$ cat src/rtl/f2i_pkg.sv
package f2i_pkg;

    typedef enum logic [1:0] {
        RM_NEAR_EVEN = 2'd0,
        RM_DOWN      = 2'd1,
        RM_UP        = 2'd2,
        RM_ZERO      = 2'd3
    } rnd_mode_e;

    typedef enum logic [1:0] {
        CLS_ZERO    = 2'd0,
        CLS_SUBNORM = 2'd1,
        CLS_NORMAL  = 2'd2,
        CLS_SPECIAL = 2'd3
    } fp_class_e;

endpackage

$ cat src/rtl/f2i_unpack.sv
module f2i_unpack
    import f2i_pkg::*;
#(
    parameter int EXP_W = 11,
    parameter int MAN_W = 52,
    localparam int FP_W = 1 + EXP_W + MAN_W,
    localparam int E_W  = EXP_W + 1,
    localparam int BIAS = (1 << (EXP_W - 1)) - 1
) (
    input  logic [FP_W-1:0]       fp,
    output logic                  sign,
    output fp_class_e             cls,
    output logic [MAN_W:0]        sig,
    output logic signed [E_W-1:0] e_unb
);
    logic [EXP_W-1:0] exp_f;
    logic [MAN_W-1:0] man_f;

    always_comb begin
        sign  = fp[FP_W-1];
        exp_f = fp[FP_W-2:MAN_W];
        man_f = fp[MAN_W-1:0];
        sig   = {(exp_f != '0), man_f};
        if (exp_f == '0) begin
            cls   = (man_f == '0) ? CLS_ZERO : CLS_SUBNORM;
            e_unb = E_W'(1 - BIAS);
        end else begin
            cls   = (exp_f == '1) ? CLS_SPECIAL : CLS_NORMAL;
            e_unb = E_W'(int'(exp_f) - BIAS);
        end
    end
endmodule

$ cat src/rtl/f2i_align_round.sv
module f2i_align_round
    import f2i_pkg::*;
#(
    parameter int MAN_W = 52,
    parameter int E_W   = 12,
    parameter int INT_W = 64,
    localparam int SIG_W = MAN_W + 1,
    localparam int EXT_W = SIG_W + INT_W
) (
    input  logic [SIG_W-1:0]      sig,
    input  logic signed [E_W-1:0] e_unb,
    input  logic                  sign,
    input  rnd_mode_e             mode,
    output logic [INT_W-1:0]      mag,
    output logic                  too_big,
    output logic                  lost
);
    logic [EXT_W-1:0] ext;
    logic [SIG_W-1:0] ipart;
    logic [INT_W-1:0] frac;
    logic             rnd_bit;
    logic             stk_bit;
    logic             incr;
    int               exp_i;
    int               rsh;

    always_comb begin
        exp_i   = int'(e_unb);
        too_big = 1'b0;
        lost    = 1'b0;
        incr    = 1'b0;
        rsh     = 0;
        ext     = '0;
        ipart   = '0;
        frac    = '0;
        rnd_bit = 1'b0;
        stk_bit = 1'b0;
        mag     = '0;
        if (exp_i >= MAN_W) begin
            if (exp_i > INT_W - 1) begin
                too_big = 1'b1;
            end else begin
                mag = {{(INT_W-SIG_W){1'b0}}, sig} << (exp_i - MAN_W);
            end
        end else begin
            rsh     = (MAN_W - exp_i > INT_W) ? INT_W : (MAN_W - exp_i);
            ext     = {sig, {INT_W{1'b0}}} >> rsh;
            ipart   = ext[EXT_W-1:INT_W];
            frac    = ext[INT_W-1:0];
            rnd_bit = frac[INT_W-1];
            stk_bit = |frac[INT_W-2:0];
            lost    = rnd_bit | stk_bit;
            unique case (mode)
                RM_NEAR_EVEN: incr = rnd_bit & (stk_bit | ipart[0]);
                RM_DOWN:      incr = sign & lost;
                RM_UP:        incr = ~sign & lost;
                RM_ZERO:      incr = 1'b0;
            endcase
            mag = {{(INT_W-SIG_W){1'b0}}, ipart} + {{(INT_W-1){1'b0}}, incr};
        end
    end
endmodule

$ cat src/rtl/f2i_pack.sv
module f2i_pack
    import f2i_pkg::*;
#(
    parameter int INT_W = 64
) (
    input  logic             sign,
    input  fp_class_e        cls,
    input  logic [INT_W-1:0] mag,
    input  logic             too_big,
    input  logic             lost,
    output logic [INT_W-1:0] result,
    output logic             invalid,
    output logic             inexact
);
    localparam logic [INT_W-1:0] INDEF = {1'b1, {(INT_W-1){1'b0}}};

    logic over;

    always_comb begin
        over    = (mag > INDEF) || ((mag == INDEF) && !sign);
        invalid = (cls == CLS_SPECIAL) || too_big || over;
        inexact = lost && !invalid;
        if (invalid)   result = INDEF;
        else if (sign) result = -mag;
        else           result = mag;
    end
endmodule

$ cat src/rtl/fp64_to_int64_cvt.sv
module fp64_to_int64_cvt
    import f2i_pkg::*;
#(
    parameter int EXP_W = 11,
    parameter int MAN_W = 52,
    parameter int INT_W = 64,
    localparam int FP_W = 1 + EXP_W + MAN_W,
    localparam int E_W  = EXP_W + 1
) (
    input  logic             clk,
    input  logic             rst_n,
    input  logic [FP_W-1:0]  fp_in,
    input  logic [1:0]       rnd_mode,
    output logic [INT_W-1:0] int_out,
    output logic             invalid,
    output logic             inexact
);
    logic                  u_sign;
    fp_class_e             u_cls;
    logic [MAN_W:0]        u_sig;
    logic signed [E_W-1:0] u_exp;
    logic [INT_W-1:0]      r_mag;
    logic                  r_big;
    logic                  r_lost;
    logic [INT_W-1:0]      p_res;
    logic                  p_inv;
    logic                  p_inx;
    rnd_mode_e             mode_q;

    always_comb mode_q = rnd_mode_e'(rnd_mode);

    f2i_unpack #(.EXP_W(EXP_W), .MAN_W(MAN_W)) u_unpack (
        .fp    (fp_in),
        .sign  (u_sign),
        .cls   (u_cls),
        .sig   (u_sig),
        .e_unb (u_exp)
    );

    f2i_align_round #(.MAN_W(MAN_W), .E_W(E_W), .INT_W(INT_W)) u_round (
        .sig     (u_sig),
        .e_unb   (u_exp),
        .sign    (u_sign),
        .mode    (mode_q),
        .mag     (r_mag),
        .too_big (r_big),
        .lost    (r_lost)
    );

    f2i_pack #(.INT_W(INT_W)) u_pack (
        .sign    (u_sign),
        .cls     (u_cls),
        .mag     (r_mag),
        .too_big (r_big),
        .lost    (r_lost),
        .result  (p_res),
        .invalid (p_inv),
        .inexact (p_inx)
    );

    always_ff @(posedge clk or negedge rst_n) begin
        if (!rst_n) begin
            int_out <= '0;
            invalid <= 1'b0;
            inexact <= 1'b0;
        end else begin
            int_out <= p_res;
            invalid <= p_inv;
            inexact <= p_inx;
        end
    end
endmodule

$ cat config.mk
export PLATFORM = sky130hd
export DESIGN_NAME = fp64_to_int64_cvt
export DESIGN_NICKNAME = d
export VERILOG_FILES = /design/src/rtl/f2i_pkg.sv /design/src/rtl/f2i_unpack.sv /design/src/rtl/f2i_align_round.sv /design/src/rtl/f2i_pack.sv /design/src/rtl/fp64_to_int64_cvt.sv
export SDC_FILE = /design/constraint.sdc
export NUM_CORES = 1
export LEC_CHECK = 0
export ABC_CLOCK_PERIOD_IN_PS = 800
export BUFFER_PORTS_ARGS = -buffer_cell sky130_fd_sc_hd__buf_2
export CORE_UTILIZATION = 45
export DETAILED_ROUTE_END_ITERATION = 10
export GPL_TIMING_DRIVEN = 1
export PLACE_DENSITY = 0.63
export SKIP_CTS_REPAIR_TIMING = 1
export SYNTH_ARGS = -nofsm -noshare
export SYNTH_HDL_FRONTEND = slang
export SYNTH_SLANG_ARGS = --single-unit
$ cat constraint.sdc
create_clock -name clk -period 0.8 [get_ports clk]
set_clock_uncertainty 0.05 [all_clocks]
set_input_delay 0.16 -clock clk [delete_from_list [all_inputs] [get_ports clk]]
set_output_delay 0.16 -clock clk [all_outputs]
set_load 0.05 [all_outputs]
==> out/results.txt, run 1 <==
total CTS buffers = 9
First Err = [ERROR GRT-0232] Routing congestion too high. Check the congestion heatmap in the GUI.
H-tree depth = 3
IO buf count = 133
Max clock buf depth = 2
status = aborted with a tool error
grt ovf = 126
syn nets = 3,012
WEP type = sequential cell input
placed cell area = 29,950 um2
Starting Density = 0.4599
post-synth top area share = 0.08735
Placer Congestion = 1.228
last flow stage reached = global routing (5_1_grt)
leading area contributor after synthesis = dfrtp_1
most numerous cell in the Yosys netlist = nand2_1
clk sink count = 66
Cells after Synth = 2,932
Post-synth EDFFs = 0
root buffer cell = clkbuf_16
GR Util All Layers = 0.7809
asr flop ratio synth = 1.000
Crit. endpoint post-GRT repair = int_out[38]$_DFF_PN0_/D
top_reg_cell synth = dfrtp_1
#FFs+latches synth = 66
Yosys warning total = 0
top cells by count, synth = nand2_1 (440), nor2_1 (298), a21oi_1 (229)
hpwl dp = 106,800 um
die span in x = 207.0 um
Post-Syn Area = 18,910 um2
Placed Cells = 4,675
synth unique cells = 124
row cnt = 74
Syn Area/Cell = 6.448 um2
post-synthesis sequential area ratio = 0.08735
largest net degree at the start of global routing = 51
synth top area cells = dfrtp_1 (8.7%), nand2_1 (8.7%), mux2i_1 (6.7%)
io pins = 134
Die H = 207.0 um
-- metal layers --
metal | global-route usage | overflow
met4 | 0.7516 | 52
met2 | 0.9306 | 67
met5 | 0.3065 | 0
met3 | 0.6422 | 5
met1 | 0.7952 | 2
-- logic make-up after synthesis --
family          after synthesis  share of synthesized area
simple gates               1358                     0.3546
flops                        66                    0.08735
compound gates              952                     0.3486
buf+inv                     304                    0.07683
xor+xnor                     93                    0.04427
mux                         147                    0.08047
fa+ha+maj                    12                   0.007941
-- through the flow --
stage | util | setup WS, ns
CTS | 0.7364 | -8.646
detailed placement | 0.7285 | -8.868
global placement | 0.7285 | -8.578
floorplan | - | -7.883
==> inputs of run 2 (changes only) <==
--- a/config.mk
+++ b/config.mk
@@ -7,10 +7,10 @@
 export LEC_CHECK = 0
 export ABC_CLOCK_PERIOD_IN_PS = 800
 export BUFFER_PORTS_ARGS = -buffer_cell sky130_fd_sc_hd__buf_2
-export CORE_UTILIZATION = 45
+export CORE_UTILIZATION = 30
 export DETAILED_ROUTE_END_ITERATION = 10
 export GPL_TIMING_DRIVEN = 1
-export PLACE_DENSITY = 0.63
+export PLACE_DENSITY_LB_ADDON = 0.15
 export SKIP_CTS_REPAIR_TIMING = 1
 export SYNTH_ARGS = -nofsm -noshare
 export SYNTH_HDL_FRONTEND = slang
==> out/results.txt, run 2 <==
CP max FO = 14
io pins = 134 (unchanged)
final setup fails = 132
synth unique cells = 124 (unchanged)
top_reg_cell synth = dfrtp_1
share of cells above drive strength 1 = 0.4461
status = finished, violations left
Layout Area Growth over Synthesis = 72.85%
initial antenna violation count = 5
CTS tree = done
Placer Congestion = 1.093 (-11%)
Pwr per Cell Area = 1311 nW/um2
crit path DAT = 9.17 ns
biggest regs = int_out (64), inexact (1), invalid (1)
H-tree depth = 3 (unchanged)
top cells by count, synth = nand2_1 (440), nor2_1 (298), a21oi_1 (229)
Post-synth EDFFs = 0 (unchanged)
Peak Freq = 0.1116 GHz
Worst Max-Slew Pin Slew = 0.8648 ns
Routed WL per cell = 29.55 um
final hold slack = 0.1680 ns
Final ANT Viol Nets = 0
clk sink count = 66 (unchanged)
first-pass GRT wire length = 212,800 um
worst vdd ir = 1177 uV
synth top area cells = dfrtp_1 (8.7%), nand2_1 (8.7%), mux2i_1 (6.7%)
Post-Syn Area = 18,910 um2 (unchanged)
Die H = 253.0 um (+22%)
fin crit share = 11.20
First-pass DRT Iterations = 5
Via density = 6.234
failing checks = negative setup slack
CP max stage cell = or4bb_4
most used cell, CP = buf_4
drt total wl = 151,100 um
Yosys warning total = 0 (unchanged)
final net count = 4,348
PnR Total Power = 0.04285 W
Syn Area/Cell = 6.448 um2 (unchanged)
post-synth top area share = 0.08735 (unchanged)
asr flop ratio synth = 1.000 (unchanged)
Max clock buf depth = 2 (unchanged)
Worst Setup End Kind = flip-flop
most numerous cell in the Yosys netlist = nand2_1
HP Class = primary input to async pin
total CTS buffers = 9 (unchanged)
RSZ-0062 raised after global routing = yes
post-synthesis sequential area ratio = 0.08735 (unchanged)
relative slew slack = 0.4174
final worst path period need = 8.958 ns
CP Data Required Time = 1.01 ns
DRC violations left = 0
vias = 31,870
commonest non-fill, non-tap cell in the layout = buf_4
GR Util All Layers = 0.4565
leading area contributor after synthesis = dfrtp_1
commonest non-fill, non-tap cells in the layout = buf_4 (1,407), nand2_1 (437), nor2_1 (288)
max reg flops = 64
leak pwr = 14.63 nW
vias in the first global route = 30,410
Reg with most FFs = int_out
Max Cap Viol = 0
worst setup margin = -8.158 ns
Starting Density = 0.3052 (-0.1547)
IO buf count = 133 (unchanged)
grt ovf = 0
critical path's largest stage delay = 0.58 ns
Core Region = 61,940 um2
syn nets = 3,012 (unchanged)
#FFs+latches synth = 66 (unchanged)
CP Launch Type = primary input
kind of critical path = primary input to flip-flop
max-slew violation count = 0
setup TNS = -541.94 ns
final hold violations = 0
row cnt = 91 (+23%)
Iteration-0 DRC Markers = 4,094
hpwl dp = 124,600 um (+17%)
root buffer cell = clkbuf_16
DIE AREA = 64,030 um2
die span in x = 253.0 um (+22%)
Reg clk slew, reported paths = 0.06 ns
largest net degree at the start of global routing = 51
Cells after Synth = 2,932 (unchanged)
[run 2: cell counts after synthesis]
No cell type changed its count.
[run 2: where the power goes]
group / leakage, nW / switching [W] / total (W) / internal [W]
registers: 0.865 / 0.000231 / 0.00419 / 0.00396
clock network: 0.138 / 0.00151 / 0.00378 / 0.00227
logic: 13.6 / 0.0208 / 0.0349 / 0.0141
[run 2: worst max-delay path: cells and delay by family]
kind / cells / cell delay (ns)
AND/OR/NAND/NOR: 15 / 3.21
AO/OA/AOI/OAI: 12 / 2.48
buffers and inverters: 12 / 1.82
adder cells (fa/ha/maj): 4 / 0.80
XOR/XNOR: 2 / 0.35
multiplexers: 1 / 0.31
[run 2: logic make-up after synthesis]
| logic type | synth area share |
|---|---|
| AOI/OAI and AO/OA | 0.3486 |
| adders and majority gates | 0.007941 |
| and+or+nand+nor | 0.3546 |
| buffers and inverters | 0.07683 |
| DFF | 0.08735 |
| muxes | 0.08047 |
| xor gates and xnor gates | 0.04427 |
[run 2: routing by layer]
layer	track usage	wire (um)	up-vias
met4	0.3486	14190	6
met2	0.6960	63320	2200
met3	0.09488	15420	637
met1	0.5615	58090	15200
li1	-	-	13820
met5	0	37	-
[run 2: final cells by class]
type / instances / area, um2
Multi-Input combinational cell: 2563 / 17060
Inverter: 30 / 117.6
Sequential cell: 66 / 1652
Fill cell: 6191 / 29260
Clock inverter: 5 / 37.54
Clock buffer: 11 / 252.7
Antenna cell: 2 / 5.005
Timing Repair Buffer: 1598 / 12510
Tap cell: 837 / 1047
[run 2: how the worst max path moves through the flow]
stage | startpoint | end | slack, ns
after CTS | fp_in[52] | int_out[53] | -8.70
after global placement | fp_in[52] | int_out[44] | -8.81
final | fp_in[52] | int_out[22] | -8.16
after floorplan | fp_in[57] | int_out[46] | -7.88
after detailed placement | fp_in[52] | int_out[46] | -9.00
after global routing | fp_in[52] | int_out[47] | -8.40
[run 2: through the flow]
step | setup WS [ns] | utilization | cell area [um2] | instances
after floorplan | -7.883 | - | 19420 | 2932
after global placement | -8.808 | 0.5014 | 31050 | 5058
after detailed placement | -8.996 | 0.5014 | 31050 | 5058
after CTS | -8.700 | 0.5060 | 31340 | 5074
after global routing | -8.396 | 0.5276 | 32680 | 5111
final | -8.158 | 0.5276 | 32680 | 5112
Power figures use the tool's default switching activity.
